$ cat config.mk
export PLATFORM = sky130hd
export DESIGN_NAME = evtcap_logger
export DESIGN_NICKNAME = d
export VERILOG_FILES = /design/src/rtl/evtcap_pkg.sv /design/src/rtl/evtcap_sync.sv /design/src/rtl/evtcap_tstamp.sv /design/src/rtl/evtcap_ctrl.sv /design/src/rtl/evtcap_ram.sv /design/src/rtl/evtcap_logger.sv
export SDC_FILE = /design/constraint.sdc
export NUM_CORES = 2
export LEC_CHECK = 0
export ABC_AREA = 1
export BUFFER_PORTS_ARGS = -buffer_cell sky130_fd_sc_hd__buf_4
export CAP_MARGIN = 20
export CORE_UTILIZATION = 40
export CTS_CLUSTER_SIZE = 30
export DETAILED_ROUTE_END_ITERATION = 7
export PLACE_DENSITY_LB_ADDON = 0.1
export SLEW_MARGIN = 20
export SYNTH_ARGS = -nofsm -noshare
export SYNTH_HDL_FRONTEND = slang
export SYNTH_SLANG_ARGS = --single-unit
$ cat constraint.sdc
create_clock -name clk -period 5 [get_ports clk]
set_clock_uncertainty 0.1 [all_clocks]
set_input_delay 0.5 -clock clk [delete_from_list [all_inputs] [get_ports clk]]
set_output_delay 0.5 -clock clk [all_outputs]
set_load 0.03 [all_outputs]
$ cat src/rtl/evtcap_pkg.sv
`timescale 1ns/1ps
// Shared types for the event capture logger.
package evtcap_pkg;
    typedef enum logic [1:0] {
        ST_IDLE  = 2'd0,
        ST_ARMED = 2'd1,
        ST_CAPT  = 2'd2,
        ST_DONE  = 2'd3
    } cap_state_e;

    localparam int REC_W = 64;
endpackage

$ cat src/rtl/evtcap_sync.sv
`timescale 1ns/1ps
// Two-flop synchronizer bank.
// Assumes each bit is independent; callers that need a coherent group
// sample the group in one bank and use its outputs in the same cycle.
module evtcap_sync #(
    parameter int W = 1
) (
    input  logic         clk,
    input  logic         rst_n,
    input  logic [W-1:0] d,
    output logic [W-1:0] q
);
    logic [W-1:0] meta;

    // Two register stages to settle metastability.
    always_ff @(posedge clk) begin
        if (!rst_n) begin
            meta <= '0;
            q    <= '0;
        end else begin
            meta <= d;
            q    <= meta;
        end
    end
endmodule

$ cat src/rtl/evtcap_tstamp.sv
`timescale 1ns/1ps
// Free-running timestamp counter.
// Starts at zero out of reset and wraps at 2^W.
module evtcap_tstamp #(
    parameter int W = 24
) (
    input  logic         clk,
    input  logic         rst_n,
    output logic [W-1:0] ts
);
    localparam logic [W-1:0] TS_ONE = W'(1);

    // Advance by one every clock.
    always_ff @(posedge clk) begin
        if (!rst_n) ts <= '0;
        else        ts <= ts + TS_ONE;
    end
endmodule

$ cat src/rtl/evtcap_ctrl.sv
`timescale 1ns/1ps
// Capture controller: arming, trigger detection, window timing,
// event detection and write addressing.
// Assumes trig_s and smp_s are already synchronized to clk.
module evtcap_ctrl
    import evtcap_pkg::*;
#(
    parameter int ADDR_W = 6,
    parameter int WIN_W  = 32
) (
    input  logic              clk,
    input  logic              rst_n,
    input  logic              arm,
    input  logic              clear,
    input  logic [WIN_W-1:0]  win_len,
    input  logic              trig_s,
    input  logic              smp_s,
    output cap_state_e        state,
    output logic              we,
    output logic [ADDR_W-1:0] waddr,
    output logic [ADDR_W:0]   count,
    output logic              full
);
    localparam int              DEPTH    = 1 << ADDR_W;
    localparam logic [ADDR_W:0] CNT_ONE  = (ADDR_W+1)'(1);
    localparam logic [ADDR_W:0] CNT_LAST = (ADDR_W+1)'(DEPTH - 1);
    localparam logic [WIN_W-1:0] WIN_ONE = WIN_W'(1);

    logic             trig_prev;
    logic             smp_prev;
    logic [WIN_W-1:0] remain;
    logic             trig_rise;
    logic             smp_evt;

    // Remember the previous synchronized levels for edge detection.
    always_ff @(posedge clk) begin
        if (!rst_n) begin
            trig_prev <= 1'b0;
            smp_prev  <= 1'b0;
        end else begin
            trig_prev <= trig_s;
            smp_prev  <= smp_s;
        end
    end

    // Decode trigger rise, sample-pin change and the write strobe.
    always_comb begin
        trig_rise = trig_s & ~trig_prev;
        smp_evt   = smp_s ^ smp_prev;
        we        = (state == ST_CAPT) && smp_evt;
        waddr     = count[ADDR_W-1:0];
    end

    // State sequencing, window countdown and record counting.
    always_ff @(posedge clk) begin
        if (!rst_n) begin
            state  <= ST_IDLE;
            remain <= '0;
            count  <= '0;
            full   <= 1'b0;
        end else begin
            case (state)
                ST_IDLE: begin
                    if (arm) state <= ST_ARMED;
                end
                ST_ARMED: begin
                    if (trig_rise) begin
                        state  <= ST_CAPT;
                        remain <= win_len;
                    end
                end
                ST_CAPT: begin
                    if (we) count <= count + CNT_ONE;
                    if (we && count == CNT_LAST) begin
                        full  <= 1'b1;
                        state <= ST_DONE;
                    end else if (remain <= WIN_ONE) begin
                        state <= ST_DONE;
                    end else begin
                        remain <= remain - WIN_ONE;
                    end
                end
                default: begin
                    if (clear) begin
                        state <= ST_IDLE;
                        count <= '0;
                        full  <= 1'b0;
                    end
                end
            endcase
        end
    end
endmodule

$ cat src/rtl/evtcap_ram.sv
`timescale 1ns/1ps
// Simple dual-port record buffer with a registered read port.
// Assumes the caller never reads and writes the same slot in one cycle.
module evtcap_ram #(
    parameter int ADDR_W = 6,
    parameter int DW     = 48
) (
    input  logic              clk,
    input  logic              rst_n,
    input  logic              we,
    input  logic [ADDR_W-1:0] waddr,
    input  logic [DW-1:0]     wdata,
    input  logic              re,
    input  logic [ADDR_W-1:0] raddr,
    output logic [DW-1:0]     rdata
);
    localparam int DEPTH = 1 << ADDR_W;

    logic [DW-1:0] mem [DEPTH];

    // Store one record per write strobe.
    always_ff @(posedge clk) begin
        if (we) mem[waddr] <= wdata;
    end

    // Registered read; the output holds when no read is accepted.
    always_ff @(posedge clk) begin
        if (!rst_n)  rdata <= '0;
        else if (re) rdata <= mem[raddr];
    end
endmodule

$ cat src/rtl/evtcap_logger.sv
`timescale 1ns/1ps
// Triggered timestamped event capture logger (top).
// Synchronizes the pin-side inputs, builds records of timestamp and
// companion pins, and stores one per sample-pin change while capturing.
// Assumes TS_W + PIN_W <= 64; only that payload is stored, and the upper
// record bits are returned as zero.
module evtcap_logger
    import evtcap_pkg::*;
#(
    parameter int ADDR_W = 6,
    parameter int WIN_W  = 32,
    parameter int TS_W   = 24,
    parameter int PIN_W  = 24
) (
    input  logic              clk,
    input  logic              rst_n,
    input  logic              arm,
    input  logic              clear,
    input  logic [WIN_W-1:0]  win_len,
    input  logic              trig_async,
    input  logic              sample_async,
    input  logic [PIN_W-1:0]  pins_async,
    input  logic              rd_en,
    input  logic [ADDR_W-1:0] rd_addr,
    output logic [REC_W-1:0]  rd_data,
    output logic              st_armed,
    output logic              st_capt,
    output logic              st_done,
    output logic              buf_full,
    output logic [ADDR_W:0]   rec_count
);
    localparam int PAY_W  = TS_W + PIN_W;
    localparam int PAD_W  = REC_W - PAY_W;
    localparam int SYNC_W = PIN_W + 2;

    logic [SYNC_W-1:0] sync_q;
    logic              trig_s;
    logic              smp_s;
    logic [PIN_W-1:0]  pins_s;
    logic [TS_W-1:0]   ts_now;
    cap_state_e        state;
    logic              we;
    logic [ADDR_W-1:0] waddr;
    logic              rd_ok;
    logic [PAY_W-1:0]  rd_pay;

    evtcap_sync #(.W(SYNC_W)) u_sync (
        .clk (clk),
        .rst_n(rst_n),
        .d   ({trig_async, sample_async, pins_async}),
        .q   (sync_q)
    );

    evtcap_tstamp #(.W(TS_W)) u_ts (
        .clk (clk),
        .rst_n(rst_n),
        .ts  (ts_now)
    );

    evtcap_ctrl #(.ADDR_W(ADDR_W), .WIN_W(WIN_W)) u_ctrl (
        .clk    (clk),
        .rst_n  (rst_n),
        .arm    (arm),
        .clear  (clear),
        .win_len(win_len),
        .trig_s (trig_s),
        .smp_s  (smp_s),
        .state  (state),
        .we     (we),
        .waddr  (waddr),
        .count  (rec_count),
        .full   (buf_full)
    );

    evtcap_ram #(.ADDR_W(ADDR_W), .DW(PAY_W)) u_ram (
        .clk  (clk),
        .rst_n(rst_n),
        .we   (we),
        .waddr(waddr),
        .wdata({pins_s, ts_now}),
        .re   (rd_ok),
        .raddr(rd_addr),
        .rdata(rd_pay)
    );

    // Split the synchronizer bank, gate reads, expose status, pad records.
    always_comb begin
        trig_s   = sync_q[SYNC_W-1];
        smp_s    = sync_q[SYNC_W-2];
        pins_s   = sync_q[PIN_W-1:0];
        rd_ok    = rd_en && (state == ST_IDLE || state == ST_DONE);
        st_armed = (state == ST_ARMED);
        st_capt  = (state == ST_CAPT);
        st_done  = (state == ST_DONE);
        rd_data  = {{PAD_W{1'b0}}, rd_pay};
    end
endmodule

# --- Word level (Yosys, flattened, before mapping) ---
# Memories as Yosys holds them, arrays and structs flattened. A register that Yosys moved wholly into a read port is not among the register bits.
# Index checks and enable logic that the tools add are counted.
classes:
  n_addsub: 3
  n_lt_le_gt_ge: 1
  eq_ne: 11
  n_mux: 18
  bitwise_logic: 4
  n_reduce_logical: 14
ops:
  columns: ["op", "n"]
  rows:
  - ["2-to-1 mux 32 bit", 3]
  - ["case mux 32 bit (2 select lines)", 1]
  - ["<= comparator 32 x 1 -> 1 bit, second input constant", 1]
  - ["subtractor 32 x 1 -> 32 bit, second input constant", 1]
  - ["adder 24 x 1 -> 24 bit, second input constant", 1]
  - ["2-to-1 mux 7 bit", 2]
  - ["case mux 7 bit (2 select lines)", 1]
  - ["2-to-1 mux 2 bit", 5]
  - ["AND reduction 4 bit", 2]
  - ["adder 7 x 1 -> 7 bit, second input constant", 1]
  - ["== test 7 x 6 -> 1 bit, second input constant", 1]
  - ["inequality test 2 x 1 -> 1 bit, second input constant", 3]
  - ["inequality test 2 bit, second input constant", 3]
  - ["case mux 2 bit (3 select lines)", 1]
  - ["AND reduction 3 bit", 2]
  - ["== test 2 bit, second input constant", 2]
  - ["2-to-1 mux 1 bit", 4]
  - ["nonzero test 2 bit", 2]
  - ["nonzero test 4 bit", 1]
  - ["logical AND 1 bit", 3]
  - ["inequality test 3 x 1 -> 1 bit, second input constant", 1]
  - ["== test 2 x 1 -> 1 bit, second input constant", 1]
  - ["zero test 2 bit", 1]
  - ["NOT 1 bit", 2]
  - ["other kinds (6)", 6]
word_totals:
  register_bits: 120
  ram_bits: 3072
  inputBits: 69
  out_inout_bits: 75
  mem_count: 1
memory_table:
  columns: ["memory", "depth", "word_bits", "read_ports", "rd_ports_with_merged_regs", "wr", "line", "text"]
  rows:
  - ["u_ram.mem", 64, 48, 1, 1, 1, "evtcap_ram.sv:19", "logic [DW-1:0] mem [DEPTH];"]

# --- Longest topological paths before layout ---
depth:
  ltp_word: 5
  mapped_depth: 15
  ltp_nobuf: 13

# --- By module ---
# From an unflattened synthesis, not the netlist that was laid out.
hier_totals:
  cells_unflattened: 11198
  area_unflattened_um2: 130826.7
by_module_without_submodules:
  columns: ["mod", "n_inst", "cells_each", "area_per_inst_um2", "seq_area_each_um2"]
  rows:
  - ["evtcap_ram", 1, 10287, 124788.4, 93209.4]
  - ["evtcap_ctrl", 1, 550, 3179.3, 880.8]
  - ["evtcap_sync", 1, 162, 1495.2, 1041.0]
  - ["evtcap_tstamp", 1, 175, 1187.4, 480.5]
  - ["evtcap_logger", 1, 24, 176.4, 0.0]

# --- Least setup slack after synthesis ---
# OpenSTA, ideal clock, no wires.
synth_timing:
  path_kind: "register to register"
  startpoint: "reg u_ctrl.state[0]"
  endpoint: "mem u_ram.mem[10][0] (enable)"
  setup_ps: 454
  arrival_ps: 3524
  required_time_ps: 4446
  path_slack_ps: 923
  stages_incl_launch_ff: 8
  path_buffers: 1
  period_less_slack_ps: 4077
  path_cell_list: "dfxtp_1 > inv_1 > ha_1 > buf_4 > nand2_1 > nor2_4 > nand4_1 > nor2_1"
synth_between:
  elab_chain_len: 4
synth_lines:
  columns: ["item", "line", "text"]
  rows:
  - ["start, declared", "evtcap_ctrl.sv:18", "output cap_state_e state,"]
  - ["start signal, assigned", "evtcap_ctrl.sv:57", "state <= ST_IDLE;"]
  - ["start signal, assigned", "evtcap_ctrl.sv:64", "if (arm) state <= ST_ARMED;"]
  - ["start signal, assigned", "evtcap_ctrl.sv:68", "state <= ST_CAPT;"]
  - ["== test 2 bit", null, null]
  - ["net st_capt", "evtcap_logger.sv:27", "output logic st_capt,"]
  - ["logical AND 1 bit", "evtcap_ctrl.sv:50", "we = (state == ST_CAPT) && smp_evt;"]
  - ["2-to-1 mux 1 bit", "evtcap_ram.sv:23", "if (we) mem[waddr] <= wdata;"]
  - ["2-to-1 mux 1 bit (implied by the code)", "evtcap_ram.sv:23", null]
  - ["end, declared", "evtcap_ram.sv:19", null]
# The timed path passes the listed nets, and every way through them passes these cells.

# --- Worst setup path after layout ---
layout_timing:
  startpoint: "reg u_ctrl.state[0]"
  endpoint: "mem u_ram.mem[34][13] (enable)"
layout_between:
  elab_chain_len: 4
layout_lines:
  columns: ["item", "line"]
  rows:
  - ["== test 2 bit", "evtcap_ctrl.sv:50"]
  - ["logical AND 1 bit", "evtcap_ctrl.sv:50"]
  - ["2-to-1 mux 1 bit", "evtcap_ram.sv:23"]
  - ["2-to-1 mux 1 bit (implied by the code)", "evtcap_ram.sv:23"]
# Every way passes these cells.

==> results.ini <==
[run_status]
outcome=complete, no violations

[power]
vdd_drop_max_v=0.000285
leakagePower_nw=53.7
power_density_nw_per_um2=414

[clock_tree]
postCtsSetupRepairBufs=0
cts_root_buffer=clkbuf_16
cts.sinks=3240
cts_resized=0
cts_buffers=357
clkTransAtPathRegs_ns=0.06
cts_max_level=5
holdBufCountCts=61
insertion_delay_ns=0.96
cts_tree=built
cts.path.max_buffers=4

[worst_setup_path]
crit_family=simple AND/OR/NAND/NOR gates
critPathCapture=u_ram.mem[34][13]
max_stage_delay_ns=1.15
r2r_cells=8
r2r_end=u_ram.mem[34][13]
critPathMaxFanout=35
cp_num_buf_inv=3
start_kind=flip-flop
cp.depth=8
crit_path_top_delay_cell=nor2_4
critPathArrivalTime_ns=4.67
crit_path_frequent_cell=nor2_4
required_ns=5.50
worst_setup_path_end_kind=flip-flop
startpoint=u_ctrl.state[0]
path_cells=inv_1 -> ha_1 -> buf_4 -> nand2_1 -> nor2_4 -> nand4_1 -> nor2_4 -> buf_12
worstSetupPathType=flip-flop to flip-flop
r2r_slack_ns=0.84
rr_startpoint=u_ctrl.state[0]

[place]
gp_congestion=0.799
hpwl_mm=221
io_buffer_count=127
detailedPlace.worstSlack_ns=0.897

[hold_path]
hold_class=input pin to flip-flop
holdPathStages=5

[synthesis]
synthCells=11100
synth-simple-area-share_pct=22.7
ys_warn_count=0
synth_top_family_by_area=simple AND/OR/NAND/NOR gates
synth_edf_count=3072
muxShareOfSynthArea_pct=0
synth_ff_type=edfxtp_1
synth_seq_cells=3240
yosys.cell_types.count=41
synthXorXnorAreaFrac_pct=0.0670
synth.avg_cell_area_um2=11.7
synth_compound_area_share_pct=0.433
async_flop_share_pct=0
synthAdderAreaFrac_pct=0.0766
ys_seq_area_share_pct=73.1
syn_area_um2=131000

[floorplanning]
fp.dieW_um=574
ios=144
core_um2=325000
die_area_um2=329000
initial_core_util_pct=40.3
num_rows=209
die_h_um=574

[timing]
slew_headroom_pct=28.7
min_period_over_period_pct=83.3
drv_slew=0
setup_viol=0
fin_tns_setup_ns=0
fmax_mhz=240
hold_viol=0
layout_min_cycle_time_ns=4.16
worst_pin_slew_ns=1.07
rsz0062_at_grt=no
setup_slack_ns=0.836

[finish]
area_growth_pct=14.0
num-nets-final=11300
drive_gt1_share_pct=8.99

[routing]
firstDrtPassIters=6
routed_wl_mm=450
drtIter0Drc=11100
drc=0
ant_nets=0
viasPerCell=5.62
avgRoutedWirePerCell_um=28.4
vias=89100

[grt]
grt_max_degree=166
grt-ovfl-total=0
grt_pass1_wl_mm=632
grt-busiest-layer=met2
grt_pass1_vias=84400
antenna_found_initial=17
groute.usage.overall_pct=26.7
grtUsageMet3_pct=4.56
use_met1_pct=39.2
met2_usage_pct=41.3

[job]
drv_cap=0

## final cells by class
class	instances	area [µm²]
diodes	9	22.5
clock buffers	472	9590
clock inverters	187	1830
fillers	29400	175000
inverters	177	717
multi-input cells	7001	31000
flip-flops and latches	3240	95700
well taps	4325	5410
repair buffers	445	4750
## tightest hold or removal path: stages
cell and delay [ns]:
buf_4 0.27, nand2_1 0.14, nand3_1 0.07, nand2_1 0.06, inv_1 0.03
## sequential cells by signal (all words and copies together) (netlist names)
register and cells:
u_ram.rdata 48, u_ctrl.trig_prev 1, u_ctrl.count 7, u_ctrl.state 2, u_sync.meta 26, u_ctrl.remain 32
u_ctrl.smp_prev 1, u_ctrl.full 1, u_ts.ts 24, u_ram.mem 3072, u_sync.q 26
## cell usage in the layout (no fill, tap or decap), types with 27 or more instances in the layout
master	synthesis	layout
clkbuf_16	0	359
inv_1	168	166
nor2_1	267	203
dfxtp_4	0	27
a21oi_1	36	36
nand3_1	2971	2969
nand2_1	3564	3564
buf_4	83	279
clkinv_2	0	63
clkinv_1	4	69
dfxtp_1	168	122
dlygate4sd3_1	0	61
o21ai_0	44	44
nor2_4	3	67
clkbuf_1	149	95
buf_12	0	97
edfxtp_1	3072	3072
## cells by family (layout without fill, tap and decap cells)
kind of cell,Yosys count,count (layout)
buf+inv,903,1281
simple gates,6868,6868
other cells,1,25
fa+ha+maj,8,8
compound gates,99,99
flops,3240,3240
xor+xnor,10,10
## routing by layer
metal,wire length (µm),vias to the layer above
met5,0,-
met1,198000,45100
met4,10600,0
met3,38600,561
met2,203000,4023
li1,-,39400
## through the flow
stage	cells	instance area [µm²]	util (%)	hold WS (ns)	power [mW]
floorplan	11100	131000	-	0.286	34.1
global placement	15100	137000	42.2	0.297	36.3
detailed placement	15100	137000	42.2	0.295	36.3
CTS	15800	149000	45.9	0.00773	62.0
global route	15900	149000	45.9	0.0889	63.6
finish	15900	149000	45.9	0.0802	61.7
## worst min-delay path by stage
stage / startpoint / to / slack, ns
after floorplan: u_sync.meta[24] / u_sync.q[24] / 0.29
after global placement: u_sync.meta[25] / u_sync.q[25] / 0.30
after detailed placement: u_sync.meta[25] / u_sync.q[25] / 0.29
after CTS: rd_addr[5] / u_ram.rdata[9] / 0.008
after global routing: rd_addr[5] / u_ram.rdata[10] / 0.09
final: rd_addr[5] / u_ram.rdata[9] / 0.08
## synth_stat cells, types with 7 or more instances
master / n / area share [%]
nand2_1: 3564 / 10
edfxtp_1: 3072 / 71
nand3_1: 2971 / 11
buf_2: 356 / 1.4
nor2_1: 267 / 0.77
dfxtp_1: 168 / 2.6
inv_1: 168 / 0.48
clkbuf_1: 149 / 0.43
buf_4: 83 / 0.48
buf_1: 70 / 0.20
buf_6: 67 / 0.58
o21ai_0: 44 / 0.17
a21oi_1: 36 / 0.14
nand4_1: 21 / 0.10
nor3_1: 17 / 0.065
a21oi_2: 11 / 0.074
nor2_2: 9 / 0.043
ha_1: 8 / 0.077
xnor2_1: 7 / 0.047
## power by group
| group | total (mW) | internal, mW | switching [mW] |
|---|---|---|---|
| sequential | 30.3 | 29.7 | 0.521 |
| clock | 25.9 | 14.9 | 11.1 |
| combinational | 5.49 | 1.56 | 3.93 |
Power figures use the tool's default switching activity.
